## src/rtl/tmr_pkg.sv

```systemverilog
package tmr_pkg;

    typedef enum logic [1:0] {
        MODE_ONCE   = 2'b00,
        MODE_PERIOD = 2'b01,
        MODE_RSVD   = 2'b10,
        MODE_FREE   = 2'b11
    } tmr_mode_e;

    typedef enum logic [2:0] {
        A_CTRL  = 3'd0,
        A_CMP   = 3'd1,
        A_STAT  = 3'd2,
        A_COUNT = 3'd3,
        A_TRIG  = 3'd4
    } tmr_addr_e;

    localparam int B_IGNHALT = 31;
    localparam int B_RUN     = 30;
    localparam int B_IE      = 29;
    localparam int B_MODE    = 27;
    localparam int B_ACT     = 25;
    localparam int B_WAKE    = 23;
    localparam int B_POLICY  = 20;
    localparam int B_BUSY    = 31;
    localparam int B_TRG_PER = 1;
    localparam int B_TRG_DMA = 4;

endpackage

```

## src/rtl/tmr_lag.sv

```systemverilog
module tmr_lag #(
    parameter int STAGES = 2
) (
    input  logic clk,
    input  logic rst_n,
    input  logic d,
    input  logic clr,
    output logic q
);
    logic [STAGES-1:0] sh_d, sh_q;

    generate
        if (STAGES == 1) begin : g_single
            always_comb sh_d = clr ? '0 : d;
        end else begin : g_chain
            always_comb sh_d = clr ? '0 : {sh_q[STAGES-2:0], d};
        end
    endgenerate

    always_ff @(posedge clk or negedge rst_n) begin
        if (!rst_n) sh_q <= '0;
        else        sh_q <= sh_d;
    end

    assign q = sh_q[STAGES-1];

    // a hardware clear drops the output on the next clock
    assert_lag_clear_R4: assert property (@(posedge clk) disable iff (!rst_n)
        clr |=> !q);
endmodule

```

## src/rtl/tmr_prescale.sv

```systemverilog
module tmr_prescale #(
    parameter int W = 8
) (
    input  logic         clk,
    input  logic         rst_n,
    input  logic         run,
    input  logic         clr,
    input  logic [W-1:0] div,
    output logic         tick
);
    logic [W-1:0] pre_d, pre_q;

    always_comb begin
        pre_d = pre_q;
        tick  = 1'b0;
        if (clr) begin
            pre_d = '0;
        end else if (run) begin
            if (pre_q == div) begin
                pre_d = '0;
                tick  = 1'b1;
            end else begin
                pre_d = pre_q + W'(1);
            end
        end
    end

    always_ff @(posedge clk or negedge rst_n) begin
        if (!rst_n) pre_q <= '0;
        else        pre_q <= pre_d;
    end

    // the phase counter never passes the divisor
    assert_pre_bound_R2: assert property (@(posedge clk) disable iff (!rst_n)
        pre_q <= div);
endmodule

```

## src/rtl/tick_timer.sv

```systemverilog
module tick_timer
    import tmr_pkg::*;
#(
    parameter int CNT_W   = 24,
    parameter int PSC_W   = 8,
    parameter int EN_LAG  = 2,
    parameter int RST_LAG = 2,
    parameter int AW      = 3,
    parameter int DW      = 32
) (
    input  logic          clk,
    input  logic          rst_n,
    input  logic          bus_wr,
    input  logic [AW-1:0] bus_addr,
    input  logic [DW-1:0] bus_wdata,
    output logic [DW-1:0] bus_rdata,
    input  logic          pwr_down,
    input  logic          dbg_halt,
    output logic          irq,
    output logic          wake,
    output logic          trig_periph,
    output logic          trig_dma
);
    localparam int RW = $clog2(RST_LAG + 1);

    typedef struct packed {
        logic [PSC_W-1:0] psc;
        tmr_mode_e        mode;
        logic             policy;
        logic             wake_en;
        logic             ie;
        logic             run;
        logic             ign;
        logic [CNT_W-1:0] cmp;
        logic [CNT_W-1:0] cnt;
        logic             tif;
        logic             twkf;
        logic [RW-1:0]    rst_left;
        logic             tp_en;
        logic             td_en;
        logic             tp;
        logic             td;
    } state_t;

    state_t d, q;

    logic wr_ctrl, wr_cmp, wr_stat, wr_count, wr_trig;
    logic active, halt_eff, hold_bus, run_cnt, tick, hit, stop_once;
    logic psc_chg, cmp_clr, cmp_fire, pre_clr, timeout;
    logic [CNT_W-1:0] cmp_new, cnt_next;
    logic unused_wdata;

    assign unused_wdata = ^bus_wdata;

    assign wr_ctrl  = bus_wr && (bus_addr == AW'(A_CTRL));
    assign wr_cmp   = bus_wr && (bus_addr == AW'(A_CMP));
    assign wr_stat  = bus_wr && (bus_addr == AW'(A_STAT));
    assign wr_count = bus_wr && (bus_addr == AW'(A_COUNT));
    assign wr_trig  = bus_wr && (bus_addr == AW'(A_TRIG));

    assign halt_eff = dbg_halt && !q.ign;
    assign hold_bus = wr_ctrl || wr_cmp || wr_count;
    assign run_cnt  = active && !halt_eff && (q.rst_left == '0) && !hold_bus;
    assign psc_chg  = wr_ctrl && (bus_wdata[PSC_W-1:0] != q.psc);
    assign cmp_new  = bus_wdata[CNT_W-1:0];
    assign cnt_next = q.cnt + CNT_W'(1);
    assign hit      = tick && (cnt_next == q.cmp);
    assign stop_once = hit && ((q.mode == MODE_ONCE) || (q.mode == MODE_RSVD));

    // compare-write policy
    always_comb begin
        cmp_clr  = 1'b0;
        cmp_fire = 1'b0;
        if (wr_cmp) begin
            case (q.mode)
                MODE_FREE: ;
                MODE_PERIOD: begin
                    if (!q.policy)           cmp_clr  = 1'b1;
                    else if (cmp_new < q.cnt) cmp_clr  = 1'b1;
                    else if (cmp_new == q.cnt) cmp_fire = 1'b1;
                end
                default: cmp_clr = 1'b1;
            endcase
        end
    end

    assign pre_clr = psc_chg || wr_count || cmp_clr;
    assign timeout = hit || cmp_fire;

    tmr_lag #(.STAGES(EN_LAG)) u_lag (
        .clk   (clk),
        .rst_n (rst_n),
        .d     (q.run),
        .clr   (stop_once),
        .q     (active)
    );

    tmr_prescale #(.W(PSC_W)) u_pre (
        .clk   (clk),
        .rst_n (rst_n),
        .run   (run_cnt),
        .clr   (pre_clr),
        .div   (q.psc),
        .tick  (tick)
    );

    always_comb begin
        d = q;
        if (tick) begin
            if (hit && (q.mode == MODE_PERIOD)) d.cnt = '0;
            else                                d.cnt = cnt_next;
        end
        if (stop_once) d.run = 1'b0;
        if (wr_ctrl) begin
            d.psc     = bus_wdata[PSC_W-1:0];
            d.mode    = tmr_mode_e'(bus_wdata[B_MODE +: 2]);
            d.policy  = bus_wdata[B_POLICY];
            d.wake_en = bus_wdata[B_WAKE];
            d.ie      = bus_wdata[B_IE];
            d.run     = bus_wdata[B_RUN];
            d.ign     = bus_wdata[B_IGNHALT];
        end
        if (pre_clr) d.cnt = '0;
        if (wr_cmp) d.cmp = cmp_new;
        if (wr_count)                d.rst_left = RW'(RST_LAG);
        else if (q.rst_left != '0)   d.rst_left = q.rst_left - RW'(1);
        if (wr_stat && bus_wdata[0]) d.tif = 1'b0;
        if (timeout)                 d.tif = 1'b1;
        if (wr_stat && bus_wdata[1]) d.twkf = 1'b0;
        if (wake && pwr_down)        d.twkf = 1'b1;
        if (wr_trig) begin
            d.tp_en = bus_wdata[B_TRG_PER];
            d.td_en = bus_wdata[B_TRG_DMA];
        end
        d.tp = timeout && q.tp_en;
        d.td = timeout && q.td_en;
    end

    always_ff @(posedge clk or negedge rst_n) begin
        if (!rst_n) q <= '0;
        else        q <= d;
    end

    assign irq         = q.tif && q.ie;
    assign wake        = irq && q.wake_en;
    assign trig_periph = q.tp;
    assign trig_dma    = q.td;

    always_comb begin
        bus_rdata = '0;
        case (bus_addr)
            AW'(A_CTRL): begin
                bus_rdata[PSC_W-1:0]   = q.psc;
                bus_rdata[B_POLICY]    = q.policy;
                bus_rdata[B_WAKE]      = q.wake_en;
                bus_rdata[B_ACT]       = active;
                bus_rdata[B_MODE +: 2] = q.mode;
                bus_rdata[B_IE]        = q.ie;
                bus_rdata[B_RUN]       = q.run;
                bus_rdata[B_IGNHALT]   = q.ign;
            end
            AW'(A_CMP):   bus_rdata[CNT_W-1:0] = q.cmp;
            AW'(A_STAT):  bus_rdata[1:0] = {q.twkf, q.tif};
            AW'(A_COUNT): begin
                bus_rdata[CNT_W-1:0] = q.cnt;
                bus_rdata[B_BUSY]    = (q.rst_left != '0);
            end
            AW'(A_TRIG): begin
                bus_rdata[B_TRG_PER] = q.tp_en;
                bus_rdata[B_TRG_DMA] = q.td_en;
            end
            default: bus_rdata = '0;
        endcase
    end

    assert_oneshot_halt_R4: assert property (@(posedge clk) disable iff (!rst_n)
        stop_once |=> (!q.run && !active));

    assert_busy_zero_R8: assert property (@(posedge clk) disable iff (!rst_n)
        (q.rst_left != '0) |-> (q.cnt == '0));

    assert_flag_sticky_R9: assert property (@(posedge clk) disable iff (!rst_n)
        (q.tif && !(wr_stat && bus_wdata[0])) |=> q.tif);

    assert_halt_freeze_R11: assert property (@(posedge clk) disable iff (!rst_n)
        (halt_eff && !bus_wr) |=> (q.cnt == $past(q.cnt)));

    assert_trig_with_flag_R12: assert property (@(posedge clk) disable iff (!rst_n)
        (trig_periph || trig_dma) |-> q.tif);
endmodule

```

## config.mk

```make
export PLATFORM = sky130hd
export DESIGN_NAME = tick_timer
export DESIGN_NICKNAME = d
export VERILOG_FILES = /design/src/rtl/tmr_pkg.sv /design/src/rtl/tmr_lag.sv /design/src/rtl/tmr_prescale.sv /design/src/rtl/tick_timer.sv
export SDC_FILE = /design/constraint.sdc
export NUM_CORES = 1
export LEC_CHECK = 0
export BUFFER_PORTS_ARGS = -buffer_cell sky130_fd_sc_hd__buf_2
export CAP_MARGIN = 40
export CELL_PAD_IN_SITES_DETAIL_PLACEMENT = 1
export CELL_PAD_IN_SITES_GLOBAL_PLACEMENT = 2
export CORE_UTILIZATION = 33
export DETAILED_ROUTE_END_ITERATION = 8
export PLACE_DENSITY = 0.76
export SLEW_MARGIN = 5
export SYNTH_ARGS = -nofsm -noshare
export SYNTH_HDL_FRONTEND = slang
export SYNTH_HIERARCHICAL = 1
export SYNTH_SLANG_ARGS = --single-unit
```

## constraint.sdc

```tcl
create_clock -name clk -period 5.05 [get_ports clk]
set_clock_uncertainty 0.2 [all_clocks]
set_input_delay 0.505 -clock clk [delete_from_list [all_inputs] [get_ports clk]]
set_output_delay 0.505 -clock clk [all_outputs]
set_load 0.01 [all_outputs]
```

==> results.cfg, run 1 <==
[yosys]
netlist_instances = 662
synth.lib_cells_used.distinct = 72
synth_area_sq_mm = 0.006057
ys_seq_elements = 81
postSynthAreaPerCell_sq_um = 9.150
yosys_most_used_dff = sky130_fd_sc_hd__dfrtp_1
synth_top_area_frac = 0.3346
yosysWarnings = 6
yosys-top-cells-area = sky130_fd_sc_hd__dfrtp_1 33%, sky130_fd_sc_hd__mux2_2 7.1%, sky130_fd_sc_hd__ha_1 5.6%
number_of_synthesized_flops_with_an_enable_pin = 0
synth_sequential_area_ratio = 0.3346
asyncSetResetFlopFracSynth = 1.000
yosys.area.top_type = sky130_fd_sc_hd__dfrtp_1

[worst_setup_path]
crit_slowest_cell = sky130_fd_sc_hd__and4b_1
setup.worst_path.end_class = register
timing.critical_path.slowest_cell_delay_ns = 0.42
cp.arrival_ns = 4.76
timing.critical_path.buf_inv = 6
worst-endpoint-required_ns = 5.09
setup.worst_path.start_class = register
worstPathCellList = inv_1, ha_1, nand4_1, nor4_1, buf_4, and4_1, o31ai_1, a211o_1, nand2_2, clkinv_1, nor3_2, inv_1, a2111o_1, nor4_1, buf_4, nand3_1, and4b_1, buf_4, nor4_1, a311o_1
critPathMaxFanout = 6
path_class = register to register
crit_family = simple AND/OR/NAND/NOR gates

[clock_tree]
tritoncts_num_sinks = 81
clk_pin_slew_ns = 0.07
htreeDepth = 3
cts-resized-gates = 0
clock_insertion_delay_worst_skew_ns = 0.35
cts-root-to-sink-buffers = 2
cts_tree = built
clock_tree.root_cell = sky130_fd_sc_hd__clkbuf_16
post-cts-setup-buffers = 0
tritoncts.num_buffers = 9

[sta]
timing_hold_violations_final = 0
rsz0062_at_grt = no
setup_tns_ns = 0
final.min_clock_period_ns = 4.719
max_slew.worst_pin.slew_ns = 0.8002
finalSetupViolCount = 0
timing.final.max_slew_violations = 0
max-slew-margin-rel = 0.4666
clock.fmax_mhz = 211.9
min_period_over_period = 0.9344
final.setup.worst_slack_ns = 0.3313

[floorplan]
core_region_area_sq_mm = 0.01796
floorplan.die_area_sq_mm = 0.01890
chipHeight_um = 137.5
die_width_um = 137.5
initial_core_utilization = 0.3372
floorplan.rows = 49
top_level_ports = 76

[min_path]
worstHoldPathType = input pin to register

[final_layout]
syn2layout_area_growth_pct = 16.11
postLayoutCoreUtil = 0.3915
finalInstanceArea_sq_mm = 0.007033
fill_cells = 2087
finalNonFillerCells = 963
post_route_cells_drive_above_1_share = 0.2289
fin_nets = 796
antenna_cells = 0

[place]
placed_area_sq_mm = 0.006701
io_buffers = 70
detailed_placement_wirelength_estimate_um = 14530
placement.setup.worst_slack_ns = 0.2257
gp_weighted_congestion = 0.8389
placed_cells = 946

[global_route]
antenna_found_initial = 0
grt_pass1_wl_um = 30910
grt_start_max_net_pins = 54
grt_pass1_vias = 5546
globalRouteTotalUtil = 0.2168
grt_overflow_total = 0

[drt]
detail_route.wl_per_cell_um = 20.04
vias_per_cell = 5.514
drt-total-wl_um = 19300
routed-via-count = 5310
dr.pass1.iters = 4
ant_nets = 0
drt_drc_violations_left = 0
detail_route.iter0.violations = 203

[power_and_ir_drop]
pwr_density_cell_mw_per_mm2 = 302.8
power_leakage_nw = 3.292
ir_worst_vdd_v = 0.0001644

[run]
drv_cap = 0

[run_status]
status = finished, final reports clean
layout make-up:
type                    instances  area (sq um)  share of cell area
clock buffers                  11         242.7             0.03451
clock inverters                 5         78.83             0.01121
inverters                      36         135.1             0.01921
multi-input cells             502          3690              0.5246
flip-flops and latches         81          2027              0.2882
well taps                     229         286.5             0.04074
repair buffers                 99         573.1             0.08148
cell usage after synthesis (all sizes together) (14+ instances only):
master and n:
nor2b 14, o21ai 17, buf 22, inv 35, o31ai 14, nor3 22
nand3 23, ha 27, mux2 39, clkbuf 22, nor2 47, a21oi 23
nand2 50, xor2 18, dfrtp 81, a211o 14, mux2i 22, nand4 25
xnor2 37
path summary, 6_finish.rpt:
| check | start | end | slack (ns) | cells after the start |
|---|---|---|---|---|
| max in group asynchronous | rst_n | q[28] | 3.13 | 3 |
| setup reg to reg | q[31] | q[19] | 0.33 | 20 |
| hold / removal | bus_wdata[31] | q[56] | 0.16 | 3 |
| hold reg to reg | u_lag/sh_q[0] | u_lag/sh_q[1] | 0.27 | 1 |
| setup / recovery | q[31] | q[19] | 0.33 | 20 |
| min in group asynchronous | rst_n | q[16] | 0.42 | 2 |
worst min-delay path, delay by kind of cell:
| family | cells | cell delay [ns] |
|---|---|---|
| and+or+nand+nor | 1 | 0.03 |
| AOI/OAI and AO/OA | 1 | 0.06 |
| buffers and inverters | 1 | 0.07 |
cells by family after synthesis:
family | count (synthesis) | share of synthesized area
other cells | 1 | 0.0006191
xor+xnor | 56 | 0.08345
compound gates | 108 | 0.1252
mux | 63 | 0.1169
simple gates | 246 | 0.2250
fa+ha+maj | 27 | 0.05577
flops | 81 | 0.3346
buf+inv | 80 | 0.05846
what timing repair did:
item / in CTS / in global routing
hold buffers: 1 / 0
hold endpoints to repair: 28 / 0
endpoints found under the setup margin: 0 / 0
routing by layer:
layer	GRT usage	wire length, um	part of all wire
met1	0.2920	8924	0.46
met5	0	0	0
met4	0.06410	276	0.014
met3	0.02759	655	0.034
met2	0.3601	9443	0.49
layout by cell type (no fill, tap or decap), types with 4 or more instances in the layout:
| master | Yosys | layout |
|---|---|---|
| sky130_fd_sc_hd__nand2b_1 | 9 | 9 |
| sky130_fd_sc_hd__and3_1 | 6 | 6 |
| sky130_fd_sc_hd__a21oi_1 | 23 | 23 |
| sky130_fd_sc_hd__nor3_2 | 3 | 5 |
| sky130_fd_sc_hd__mux2_2 | 38 | 38 |
| sky130_fd_sc_hd__inv_1 | 35 | 35 |
| sky130_fd_sc_hd__o21ai_0 | 16 | 16 |
| sky130_fd_sc_hd__buf_2 | 15 | 69 |
| sky130_fd_sc_hd__a21o_1 | 5 | 5 |
| sky130_fd_sc_hd__nand3_1 | 23 | 23 |
| sky130_fd_sc_hd__nand4b_1 | 4 | 4 |
| sky130_fd_sc_hd__dfrtp_1 | 81 | 81 |
| sky130_fd_sc_hd__and2_1 | 9 | 9 |
| sky130_fd_sc_hd__o22ai_1 | 5 | 5 |
| sky130_fd_sc_hd__nor3_1 | 18 | 16 |
| sky130_fd_sc_hd__and4_1 | 5 | 5 |
| sky130_fd_sc_hd__xor2_1 | 18 | 18 |
| sky130_fd_sc_hd__xnor2_1 | 37 | 37 |
| sky130_fd_sc_hd__ha_1 | 27 | 27 |
| sky130_fd_sc_hd__o31ai_1 | 14 | 14 |
| sky130_fd_sc_hd__a211o_1 | 14 | 14 |
| sky130_fd_sc_hd__nor4_1 | 13 | 13 |
| sky130_fd_sc_hd__nor2b_1 | 14 | 14 |
| sky130_fd_sc_hd__buf_4 | 3 | 29 |
| sky130_fd_sc_hd__clkbuf_16 | 0 | 9 |
| sky130_fd_sc_hd__or3_1 | 7 | 7 |
| sky130_fd_sc_hd__nor2_1 | 47 | 47 |
| sky130_fd_sc_hd__nand2_1 | 49 | 49 |
| sky130_fd_sc_hd__nand4_1 | 22 | 22 |
| sky130_fd_sc_hd__mux2i_1 | 22 | 22 |
registers in the layout, summed over array words and instances (netlist names):
register	cells
trig_periph	1
u_pre/pre_q	8
q	69
trig_dma	1
u_lag/sh_q	2
stage by stage:
step	hold slack, ns	power, mW
after floorplan	0.009409	1.214
after global placement	0.2522	1.381
after detailed placement	0.2725	1.414
after CTS	0.1553	2.154
after global routing	0.1813	2.242
final	0.1598	2.130
where the power goes:
| group | switching (mW) | leakage [nW] | total, mW | internal [mW] |
|---|---|---|---|---|
| logic | 0.281 | 2.17 | 0.540 | 0.260 |
| registers | 0.115 | 0.960 | 0.859 | 0.744 |
| clock network | 0.284 | 0.159 | 0.730 | 0.446 |
Note: power is estimated with default switching activity, not from simulation.
==> run 2, diff against run 1 <==
==> constraint.sdc (replaced) <==
create_clock -name clk -period 5.05 [get_ports clk]
set_clock_uncertainty 0.2 [all_clocks]
set_input_delay 0.7575 -clock clk [delete_from_list [all_inputs] [get_ports clk]]
set_output_delay 0.7575 -clock clk [all_outputs]
set_load 0.01 [all_outputs]
==> run 2 against run 1 <==
  * Critical path depth is the same
  * Count of clock-buffer cells in the layout shrank 2
  * Combinational power is essentially flat
  * Final area grew 1.3%
  * Sequential share of layout area shrank 0.36 points
  * Cell count grew 0.62%
  * Via count shrank 0.13%
  * Sequential power is essentially flat
  * Die area is the same
  * Flip-flop and latch count is the same
  * Global-route usage is essentially flat
  * Largest cell class unchanged
==> results.cfg, run 2 (synthesis gave the netlist of run 1 again) <==
[drt]
detail_route.iter0.violations = 245
detail_route.wl_per_cell_um = 20.00
drt_drc_violations_left = 0
ant_nets = 0
routed-via-count = 5303
drt-total-wl_um = 19380
vias_per_cell = 5.473
dr.pass1.iters = 4

[worst_setup_path]
timing.reg2reg.worst_path_depth = 20
critPathMaxFanout = 8
path_class = input pin to register
cp.arrival_ns = 4.78
worst-endpoint-required_ns = 5.05
crit-reg2reg-launch = q[31]
reg2reg_setup_slack_ns = 0.31
setup.worst_path.end_class = register
setup.worst_path.start_class = input pin
regToRegEndpoint = q[20]

[sta]
hold-worst-slack_ns = 0.1483
timing_hold_violations_final = 0
setup_tns_ns = 0
max_slew.worst_pin.slew_ns = 0.7771
finalSetupViolCount = 0
timing.final.max_slew_violations = 0
final.setup.worst_slack_ns = 0.2780
max-slew-margin-rel = 0.4820
rsz0062_at_grt = no
final.min_clock_period_ns = 4.772
min_period_over_period = 0.9449
clock.fmax_mhz = 209.6

[global_route]
grt_overflow_total = 0
grt_pass1_vias = 5619
grt_start_max_net_pins = 50
grt_pass1_wl_um = 31020
antenna_found_initial = 0
globalRouteTotalUtil = 0.2172

[final_layout]
syn2layout_area_growth_pct = 17.58
largest_register_ffs = 69
post_route_cells_drive_above_1_share = 0.2378
reg.largest.list = q: 69 flops, u_pre/pre_q: 8 flops, u_lag/sh_q: 2 flops
finalNonFillerCells = 969
fin_nets = 802
finalInstanceArea_sq_mm = 0.007122
antenna_cells = 0
fill_cells = 2109
max_flop_register = q
layout.cells.most_common = sky130_fd_sc_hd__dfrtp_1
most-common-layout-cells = 81 x sky130_fd_sc_hd__dfrtp_1, 69 x sky130_fd_sc_hd__buf_2, 49 x sky130_fd_sc_hd__nand2_1

[clock_tree]
post-cts-setup-buffers = 0
clock_tree.root_cell = sky130_fd_sc_hd__clkbuf_16
tritoncts.num_buffers = 9
clk_pin_slew_ns = 0.07
cts-root-to-sink-buffers = 2
cts-resized-gates = 0
htreeDepth = 3
cts_tree = built
tritoncts_num_sinks = 81
clock_insertion_delay_worst_skew_ns = 0.35
holdBufCountCts = 0

[place]
placed_cells = 953
placed_area_sq_mm = 0.006754
detailed_placement_wirelength_estimate_um = 14500
io_buffers = 70
gp_weighted_congestion = 0.8340
placement.setup.worst_slack_ns = -0.07703

[floorplan]
chipHeight_um = 137.5
floorplan.rows = 49
die_width_um = 137.5
initial_core_utilization = 0.3372
floorplan.die_area_sq_mm = 0.01890
top_level_ports = 76
core_region_area_sq_mm = 0.01796

[power_and_ir_drop]
pwr_density_cell_mw_per_mm2 = 312.0
ir_worst_vdd_v = 0.0001841
power_leakage_nw = 3.344

[min_path]
worstHoldPathType = input pin to asynchronous set/reset pin

[run_status]
status = finished, final reports clean

[run]
drv_cap = 0
==> run 2: cell count changes in the layout (fill, tap and decap cells not counted) <==
cell,previous run,this run
sky130_fd_sc_hd__buf_4,29,36
sky130_fd_sc_hd__bufinv_16,2,4
sky130_fd_sc_hd__clkbuf_1,1,0
sky130_fd_sc_hd__clkbuf_8,1,0
sky130_fd_sc_hd__clkinv_2,2,1
sky130_fd_sc_hd__clkinv_4,1,2
sky130_fd_sc_hd__dlygate4sd3_1,1,0
==> run 2: layout make-up <==
type	count	area [sq um]	share of cell area
sequential	81	2027	0.2846
timing repair buffer	105	615.6	0.08644
clock inverter	7	142.6	0.02003
clock buffer	9	225.2	0.03162
multi-input combinational	502	3690	0.5181
inverter	36	135.1	0.01897
tap	229	286.5	0.04023
==> run 2: per-stage QoR <==
step,power (mW),utilization
floorplan,1.214,-
global placement,1.384,0.3760
detailed placement,1.413,0.3760
CTS,2.246,0.3965
global route,2.338,0.3965
finish,2.222,0.3965
==> run 2: worst max-delay path by stage <==
stage | cells after the start | slack, ns | from | to
2_1_floorplan | 20 | 0.003 | bus_wdata[23] | q[19]
3_3_place_gp | 20 | -0.007 | bus_wdata[23] | q[9]
3_5_place_dp | 20 | -0.08 | bus_wdata[23] | q[20]
4_1_cts | 20 | 0.28 | bus_wdata[23] | q[20]
5_1_grt | 20 | 0.009 | q[31] | q[20]
6_report | 20 | 0.28 | bus_wdata[23] | q[20]
==> run 2: metal layers <==
metal	track usage	wire, um	part of all wire	vias up
li1	-	-	-	2524
met1	0.2856	8819	0.46	2672
met2	0.3680	9558	0.49	90
met3	0.03274	694	0.036	17
met4	0.05922	308	0.016	0
met5	0	0	0	-
==> run 2: worst max-delay path, stage by stage <==
cell	delay, ns
sky130_fd_sc_hd__buf_2	0.12
sky130_fd_sc_hd__ha_1	0.29
sky130_fd_sc_hd__nand4_1	0.20
sky130_fd_sc_hd__nor4_1	0.32
sky130_fd_sc_hd__buf_4	0.18
sky130_fd_sc_hd__and4_1	0.27
sky130_fd_sc_hd__o31ai_1	0.11
sky130_fd_sc_hd__a211o_1	0.27
sky130_fd_sc_hd__nand2_2	0.08
sky130_fd_sc_hd__clkinv_1	0.10
sky130_fd_sc_hd__nor3_2	0.24
sky130_fd_sc_hd__inv_1	0.08
sky130_fd_sc_hd__a2111o_1	0.28
sky130_fd_sc_hd__nor4_1	0.29
sky130_fd_sc_hd__buf_4	0.16
sky130_fd_sc_hd__nand3_1	0.07
sky130_fd_sc_hd__and4b_1	0.50
sky130_fd_sc_hd__buf_4	0.19
sky130_fd_sc_hd__nand4b_1	0.11
sky130_fd_sc_hd__o311ai_0	0.14
==> run 2: power breakdown <==
group          switching [mW]  leakage [nW]  internal [mW]
sequential              0.114         0.960          0.744
combinational           0.278          2.20          0.262
clock                   0.290         0.180          0.534
